### src/rtl/tex_miss_reorder.sv
module tex_miss_reorder #(
  parameter int IDX_W = 6,
  parameter int BLK_W = 20,
  parameter int ID_W = 4,
  parameter int ROB_DEPTH = 4,
  parameter int FIFO_DEPTH = 4,
  parameter int SECTORS = 4,
  parameter int LINE_BYTES = 128,
  localparam int RW = $clog2(ROB_DEPTH),
  localparam int FW = $clog2(FIFO_DEPTH),
  localparam int SW = $clog2(SECTORS),
  localparam int CW = $clog2(SECTORS + 1),
  localparam int ZW = $clog2(LINE_BYTES + 1),
  localparam int SECT_BYTES = LINE_BYTES / SECTORS
) (
  input  logic             clk,
  input  logic             rst_n,
  input  logic             sector_mode,
  input  logic             acc_valid,
  input  logic             acc_hit,
  input  logic [IDX_W-1:0] acc_index,
  input  logic [BLK_W-1:0] acc_block,
  input  logic [ID_W-1:0]  acc_id,
  output logic             acc_ready,
  output logic             tag_wr,
  output logic [IDX_W-1:0] tag_wr_index,
  output logic             req_valid,
  input  logic             req_ready,
  output logic [BLK_W-1:0] req_block,
  output logic [RW-1:0]    req_slot,
  output logic [SW-1:0]    req_sector,
  output logic [ZW-1:0]    req_size,
  input  logic             rsp_valid,
  input  logic [RW-1:0]    rsp_slot,
  output logic             ret_valid,
  output logic [IDX_W-1:0] ret_index,
  output logic [BLK_W-1:0] ret_block,
  output logic [ID_W-1:0]  ret_id
);

  // reorder buffer
  logic [RW:0] hd, tl;
  logic [ROB_DEPTH-1:0] r_vld, r_rdy;
  logic [CW-1:0]    r_pend [ROB_DEPTH];
  logic [IDX_W-1:0] r_idx  [ROB_DEPTH];
  logic [BLK_W-1:0] r_blk  [ROB_DEPTH];
  logic [ID_W-1:0]  r_id   [ROB_DEPTH];

  // request queue
  logic [FW:0] fhd, ftl;
  logic [RW-1:0]    f_slot [FIFO_DEPTH];
  logic [BLK_W-1:0] f_blk  [FIFO_DEPTH];
  logic [FIFO_DEPTH-1:0] f_sec;
  logic [SW-1:0] sub;

  logic [RW-1:0] hp, tp;
  logic [FW-1:0] fh, ft;
  logic rob_full, fifo_full, take, miss, req_last, req_fire;

  assign hp = hd[RW-1:0];
  assign tp = tl[RW-1:0];
  assign fh = fhd[FW-1:0];
  assign ft = ftl[FW-1:0];

  assign rob_full  = (hd[RW] != tl[RW]) && (hp == tp);
  assign fifo_full = (fhd[FW] != ftl[FW]) && (fh == ft);
  assign acc_ready = !rob_full && !fifo_full;
  assign take = acc_valid && acc_ready;
  assign miss = take && !acc_hit;

  assign tag_wr = miss;
  assign tag_wr_index = acc_index;

  assign req_valid  = (fhd != ftl);
  assign req_block  = f_blk[fh];
  assign req_slot   = f_slot[fh];
  assign req_sector = f_sec[fh] ? sub : '0;
  assign req_size   = f_sec[fh] ? ZW'(SECT_BYTES) : ZW'(LINE_BYTES);
  assign req_last   = !f_sec[fh] || (sub == SW'(SECTORS - 1));
  assign req_fire   = req_valid && req_ready;

  assign ret_valid = r_vld[hp] && r_rdy[hp];
  assign ret_index = r_idx[hp];
  assign ret_block = r_blk[hp];
  assign ret_id    = r_id[hp];

  always_ff @(posedge clk) begin
    if (!rst_n) begin
      hd <= '0;
      tl <= '0;
      r_vld <= '0;
      r_rdy <= '0;
    end else begin
      if (ret_valid) begin
        r_vld[hp] <= 1'b0;
        r_rdy[hp] <= 1'b0;
        hd <= hd + 1'b1;
      end
      if (rsp_valid && r_pend[rsp_slot] == CW'(1))
        r_rdy[rsp_slot] <= 1'b1;
      if (take) begin
        r_vld[tp] <= 1'b1;
        r_rdy[tp] <= acc_hit;
        tl <= tl + 1'b1;
      end
    end
  end

  always_ff @(posedge clk) begin
    if (rsp_valid)
      r_pend[rsp_slot] <= r_pend[rsp_slot] - CW'(1);
    if (take) begin
      r_idx[tp]  <= acc_index;
      r_blk[tp]  <= acc_block;
      r_id[tp]   <= acc_id;
      r_pend[tp] <= acc_hit ? '0 : (sector_mode ? CW'(SECTORS) : CW'(1));
    end
  end

  always_ff @(posedge clk) begin
    if (!rst_n) begin
      fhd <= '0;
      ftl <= '0;
      sub <= '0;
    end else begin
      if (miss)
        ftl <= ftl + 1'b1;
      if (req_fire) begin
        if (req_last) begin
          sub <= '0;
          fhd <= fhd + 1'b1;
        end else begin
          sub <= sub + 1'b1;
        end
      end
    end
  end

  always_ff @(posedge clk) begin
    if (miss) begin
      f_slot[ft] <= tp;
      f_blk[ft]  <= acc_block;
      f_sec[ft]  <= sector_mode;
    end
  end

endmodule


### config.mk
export PLATFORM = sky130hd
export DESIGN_NAME = tex_miss_reorder
export DESIGN_NICKNAME = d
export VERILOG_FILES = /design/src/rtl/tex_miss_reorder.sv
export SDC_FILE = /design/constraint.sdc
export NUM_CORES = 1
export LEC_CHECK = 0
export BUFFER_PORTS_ARGS = -buffer_cell sky130_fd_sc_hd__buf_4
export CAP_MARGIN = 25
export CELL_PAD_IN_SITES_DETAIL_PLACEMENT = 0
export CELL_PAD_IN_SITES_GLOBAL_PLACEMENT = 2
export CORE_AREA = 2 2 146 148
export CTS_BUF_LIST = sky130_fd_sc_hd__clkbuf_2 sky130_fd_sc_hd__clkbuf_4 sky130_fd_sc_hd__clkbuf_8
export CTS_CLUSTER_DIAMETER = 80
export CTS_CLUSTER_SIZE = 10
export DETAILED_ROUTE_END_ITERATION = 10
export DIE_AREA = 0 0 148 150
export HOLD_SLACK_MARGIN = 0.03
export PLACE_DENSITY = 0.9
export SLEW_MARGIN = 15
export SYNTH_ARGS = -nofsm -noshare
export SYNTH_HDL_FRONTEND = slang
export SYNTH_SLANG_ARGS = --single-unit
export TNS_END_PERCENT = 30
### constraint.sdc
create_clock -name clk -period 5.4 [get_ports clk]
set_clock_uncertainty 0.05 [all_clocks]
set_input_delay 0.27 -clock clk [delete_from_list [all_inputs] [get_ports clk]]
set_output_delay 0.27 -clock clk [all_outputs]
set_load 0.005 [all_outputs]
==> results of run 1 <==
layer usage:
| layer | part of all wire | up-vias | track usage |
|---|---|---|---|
| met4 | 0.017 | 0 | 0.0448 |
| met5 | 0 | - | 0 |
| met2 | 0.50 | 167 | 0.294 |
| met1 | 0.42 | 2661 | 0.223 |
| met3 | 0.059 | 29 | 0.0308 |
| li1 | - | 2363 | - |
per-stage QoR:
stage                     cells  setup WS [ns]  hold WS, ns   util
after detailed placement    884           2.45        0.422  0.530
after floorplan             527           2.57        0.319      -
after global routing        970           2.27       0.0751  0.575
after CTS                   969           2.43       0.0470  0.574
after global placement      881           2.50        0.410  0.528
final                       970           2.47       0.0800  0.575
timing repair:
| item | 4_1_cts | 5_1_grt |
|---|---|---|
| endpoints found under the hold margin | 211 | 0 |
| hold buffers | 33 | 0 |
| resized for setup | 0 | 0 |
layout make-up:
cell class	instances	area (µm²)	share of cell area
clock buffers	52	572	0.0481
inverters	24	90.1	0.00757
multi-input cells	224	2460	0.207
flip-flops and latches	250	7210	0.606
well taps	275	344	0.0289
repair buffers	145	1210	0.102
sequential cells by signal, indices dropped and copies added (netlist names), named ones only:
signal and cells:
r_pend 12, r_blk 80, fhd 3, r_rdy 4
f_blk 80, r_vld 4, f_slot 8, f_sec 4
r_id 16, r_idx 24, sub 2, hd 3
tl 3, ftl 3
logic make-up (layout without fill, tap and decap cells):
family	Yosys count	after routing
buffers and inverters	53	221
flip-flops	250	250
multiplexers	72	72
XOR/XNOR	8	8
adder cells (fa/ha/maj)	16	16
other	1	6
AO/OA/AOI/OAI	42	42
AND/OR/NAND/NOR	80	80
cell usage after synthesis (all sizes together) (2+ instances only):
library cell,count,area [µm²]
nand2b,6,37.5
nand3,7,50.1
nor2,12,45.0
clkbuf,10,37.5
a21oi,11,55.1
nand4,4,25.0
edfxtp,220,6610
a221oi,2,17.5
or3,4,25.0
buf,19,125
dfxtp,30,601
o21a,2,15.0
o31ai,3,22.5
nor3,3,31.3
ha,16,200
xor2,5,43.8
inv,23,86.3
nand2,29,109
mux2i,14,140
o21ai,10,50.1
and2,7,43.8
a211oi,4,30.0
mux4,57,1280
xnor2,3,26.3
o41ai,4,35.0
o32ai,3,26.3
or4,2,15.0
and3,2,12.5
power by group through the flow:
stage                     registers [µW]  clock network, µW  logic, µW
after floorplan                     2250                  0        197
after global placement              2270                  0        339
after detailed placement            2270                  0        349
after CTS                           2230               1300        369
after global routing                2240               1360        400
final                               2230               1260        364
layout by cell type, fill, tap and decap left out, types with 5 or more instances in the layout:
cell,count
clkbuf_8,29
nor2_1,12
inv_1,20
clkbuf_4,23
xor2_1,5
dfxtp_1,27
conb_1,6
mux2i_1,14
ha_1,16
edfxtp_1,220
a21oi_1,11
nand2b_1,6
dlygate4sd3_1,33
o21ai_0,10
nand2_1,29
mux4_2,57
and2_1,7
buf_4,108
worst reg2reg max path: cells and delay by family, from the launching register on:
| family | cells | cell delay (ns) |
|---|---|---|
| buffers and inverters | 1 | 0.46 |
| DFF | 1 | 0.52 |
| xor gates and xnor gates | 1 | 0.14 |
| muxes | 1 | 0.38 |
| and+or+nand+nor | 2 | 1.14 |
worst paths after layout:
kind / end / cells after the start
hold reg to reg: sub[1] / 2
hold / removal: ftl[0] / 3
setup / recovery: r_pend[2][0] / 5
setup reg to reg: r_pend[2][0] / 5
==> impl_metrics.json, run 1 <==
{
  "synth_top_family_by_area": "multiplexers",
  "power.leakage_uw": 0.00414,
  "nFillCells": 1573,
  "synth_flop_cell": "edfxtp_1",
  "die_x_um": 148,
  "rows": 53,
  "avgSynthCellArea_um2": 19.0,
  "rrSetupSlack_ns": 2.47,
  "viasPerCell": 5.38,
  "period_needed_ns": 2.93,
  "fin_total_pwr_uw": 3860,
  "clk_latency_ns": 0.55,
  "antenna_cells": 0,
  "core-area_um2": 20700,
  "postCtsSetupRepairBufs": 0,
  "cts_made_buffers": 28,
  "cp_data_arrival_time_ns": 3.17,
  "routed_wl_um": 19000,
  "yosys.area_share.simple": 0.0455,
  "power_frac_seq": 0.579,
  "maxCapViolations": 0,
  "crit_path_end_kind": "register",
  "synth_area_um2": 9890,
  "post-dp-hpwl_um": 12100,
  "p_clk_frac": 0.327,
  "syn_inst": 522,
  "dieArea_um2": 22200,
  "min-delay-start": "acc_hit",
  "stdcell_area_um2": 11900,
  "synthArstFlopShare": 0,
  "crit_start": "tl[1]",
  "p_sw_frac": 0.213,
  "cp.required_ns": 5.65,
  "rr_startpoint": "tl[1]",
  "rsz0062_at_grt": "false",
  "antenna_found_initial": 0,
  "seq_area_frac_synth": 0.728,
  "fmax_ghz": 0.342,
  "synth_seq_cells": 250,
  "cpLargestDelayFamily": "simple AND/OR/NAND/NOR gates",
  "synth-compound-area-share": 0.0278,
  "nets": 728,
  "period_share": 0.542,
  "setup_viol": 0,
  "yosys_warnings": 0,
  "synth.area.mux_share": 0.145,
  "grtUsageTotal": 0.170,
  "drv_slew": 0,
  "htree_num_levels": 1,
  "clockBufferDepth": 3,
  "crit_fanout": 23,
  "grt_pass1_wl_um": 29100,
  "relSlewSlack": 0.370,
  "drtIter0Drc": 347,
  "setup_tns_ns": 0,
  "synth_edf_count": 220,
  "area_growth_pct": 20.2,
  "ctsRootBufferMaster": "clkbuf_8",
  "cts.clk_slew.worst_paths_ns": 0.07,
  "drcViolationCount": 0,
  "io_buffers": 104,
  "crit_path_cell_trace": "xnor2_1, and3_1, nor3_4, buf_4, mux2_2",
  "netlist-cell-type-count": 43,
  "finalHoldViolations": 0,
  "grt_max_degree": 33,
  "hold_class": "in2reg",
  "grt_pass1_vias": 5377,
  "critPathLaunchType": "register",
  "ioPinCount": 111,
  "synth-xor-area-share": 0.00708,
  "fp.dieH_um": 150,
  "cp_slowest_cell": "nor3_4",
  "run_status": "complete, no violations",
  "wl_per_cell_um": 19.6,
  "route.vias.total": 5220,
  "detail-route-antenna-nets": 0,
  "tightest_slew_ns": 0.942,
  "routabilityCongestion": 0.801,
  "critPathBufInv": 1,
  "layout-drive-gt1-share": 0.341,
  "power_density_nw_per_um2": 324,
  "cts.sink_count": 250,
  "cts_tree": "yes",
  "dr.pass1.iters": 4,
  "dpl-instance-area_um2": 11000,
  "overflow": 0,
  "critical_path_class": "reg2reg",
  "start_util": 0.478,
  "p_comb_frac": 0.094,
  "p_sw_uw": 822,
  "p_int_uw": 3030,
  "ir_drop_mv": 0.136,
  "worst_path_largest_cell_delay_ns": 0.83,
  "synthAdderAreaFrac": 0.0202
}
No activity file was read; power rests on OpenSTA's default activity.
==> run 2, diff against run 1 <==
CORE_AREA = 2 2 150 152   (was 2 2 146 148)
DIE_AREA = 0 0 152 154   (was 0 0 148 150)
PLACE_DENSITY = 0.86   (was 0.9)
clock period = 2.7 ns   (was 5.4 ns; I/O delays follow)
==> impl_metrics.json, run 2 (same netlist as run 1, synthesis figures left out) <==
{
  "run_status": "complete, no violations",
  "critPathLaunchType": "register",
  "reg_top3": "f_blk (80), r_blk (80), r_idx (24)",
  "rrSetupSlack_ns": 0.32,
  "finalHoldViolations": 0,
  "hold_class": "in2reg",
  "ctsRootBufferMaster": "clkbuf_8",
  "drcViolationCount": 0,
  "holdWs_ns": 0.297,
  "tightest_slew_ns": 0.835,
  "grt_pass1_wl_um": 31300,
  "nets": 741,
  "period_needed_ns": 2.45,
  "setup_viol": 0,
  "grt_max_degree": 33,
  "cp.required_ns": 2.52,
  "die_x_um": 152,
  "power_density_nw_per_um2": 644,
  "maxCapViolations": 0,
  "grtUsageTotal": 0.170,
  "period_share": 0.907,
  "fp.dieH_um": 154,
  "critical_path_class": "reg2out",
  "relSlewSlack": 0.443,
  "cts.clk_slew.worst_paths_ns": 0.07,
  "rr_startpoint": "ftl[1]",
  "ir_drop_mv": 0.300,
  "routed_wl_um": 20000,
  "rows": 54,
  "cts_tree": "yes",
  "cts_made_buffers": 28,
  "core-area_um2": 21700,
  "htree_num_levels": 1,
  "route.vias.total": 5272,
  "layout-drive-gt1-share": 0.347,
  "detail-route-antenna-nets": 0,
  "crit_path_end_kind": "output port",
  "ioPinCount": 111,
  "grt_pass1_vias": 5586,
  "cp_data_arrival_time_ns": 2.26,
  "cts.sink_count": 250,
  "layout_commonest_cell": "edfxtp_1",
  "power.leakage_uw": 0.00421,
  "clockBufferDepth": 3,
  "crit_fanout": 19,
  "drtIter0Drc": 275,
  "dr.pass1.iters": 4,
  "clk_latency_ns": 0.54,
  "rsz0062_at_grt": "false",
  "final_util": 0.555,
  "dieArea_um2": 23400,
  "routabilityCongestion": 0.850,
  "overflow": 0,
  "area_growth_pct": 21.6,
  "io_buffers": 104,
  "setup_tns_ns": 0,
  "postCtsSetupRepairBufs": 0,
  "final_cell_mix": "edfxtp_1 (220), buf_4 (115), mux4_2 (57)",
  "fmax_ghz": 0.408,
  "viasPerCell": 5.33,
  "min-delay-start": "acc_id[0]",
  "start_util": 0.456,
  "antenna_found_initial": 1,
  "post-dp-hpwl_um": 13300,
  "wl_per_cell_um": 20.2,
  "drv_slew": 0
}
==> run 2: cell count changes in the layout (fill, tap and decap cells not counted), sizes merged <==
| cell | change |
|---|---|
| clkinv | -1 |
| inv | +1 |
| dlygate4sd3 | +5 |
| buf | +8 |
| diode | +1 |
==> run 2: stage by stage <==
stage / cells / setup WS [ns] / power, µW / cell area (µm²)
global route: 989 / 0.0786 / 8040 / 12000
finish: 989 / 0.250 / 7750 / 12000
detailed placement: 898 / 0.332 / 5280 / 11100
floorplan: 527 / 0.155 / 4900 / 9920
CTS: 988 / 0.140 / 7830 / 12000
global placement: 898 / 0.434 / 5250 / 11100
==> run 2: layout make-up <==
| type | instances | area, µm² |
|---|---|---|
| fillers | 1636 | 9660 |
| clock buffers | 52 | 572 |
| repair buffers | 158 | 1340 |
| inverters | 24 | 90.1 |
| diodes | 1 | 2.50 |
| flip-flops and latches | 250 | 7210 |
| well taps | 280 | 350 |
| multi-input cells | 224 | 2460 |
==> run 2: worst paths after layout <==
path	to	cells after the start
min reg2reg	sub[0]	2
max reg2reg	r_blk[0][2]	5
min	r_id[3][0]	2
max	req_block[15]	3
==> run 2: timing repair <==
item,in CTS,in global routing
endpoints found under the setup margin,0,0
resized for setup,0,0
hold endpoints to repair,227,0
hold buffers,38,0
==> run 2: report_power, final <==
group / internal (µW) / switching (µW)
combinational: 395 / 363
sequential: 4380 / 83.4
clock: 1310 / 1210
==> run 2: routing by layer <==
layer	share of wire	track usage
met5	0	0
met4	0.013	0.0369
met3	0.054	0.0293
met2	0.51	0.291
met1	0.42	0.231
==> run 2: worst max-delay path, cell delays in order (launching register included) <==
cell     delay (ns)
dfxtp_2        0.81
buf_4          0.26
mux4_2         0.49
buf_4          0.15
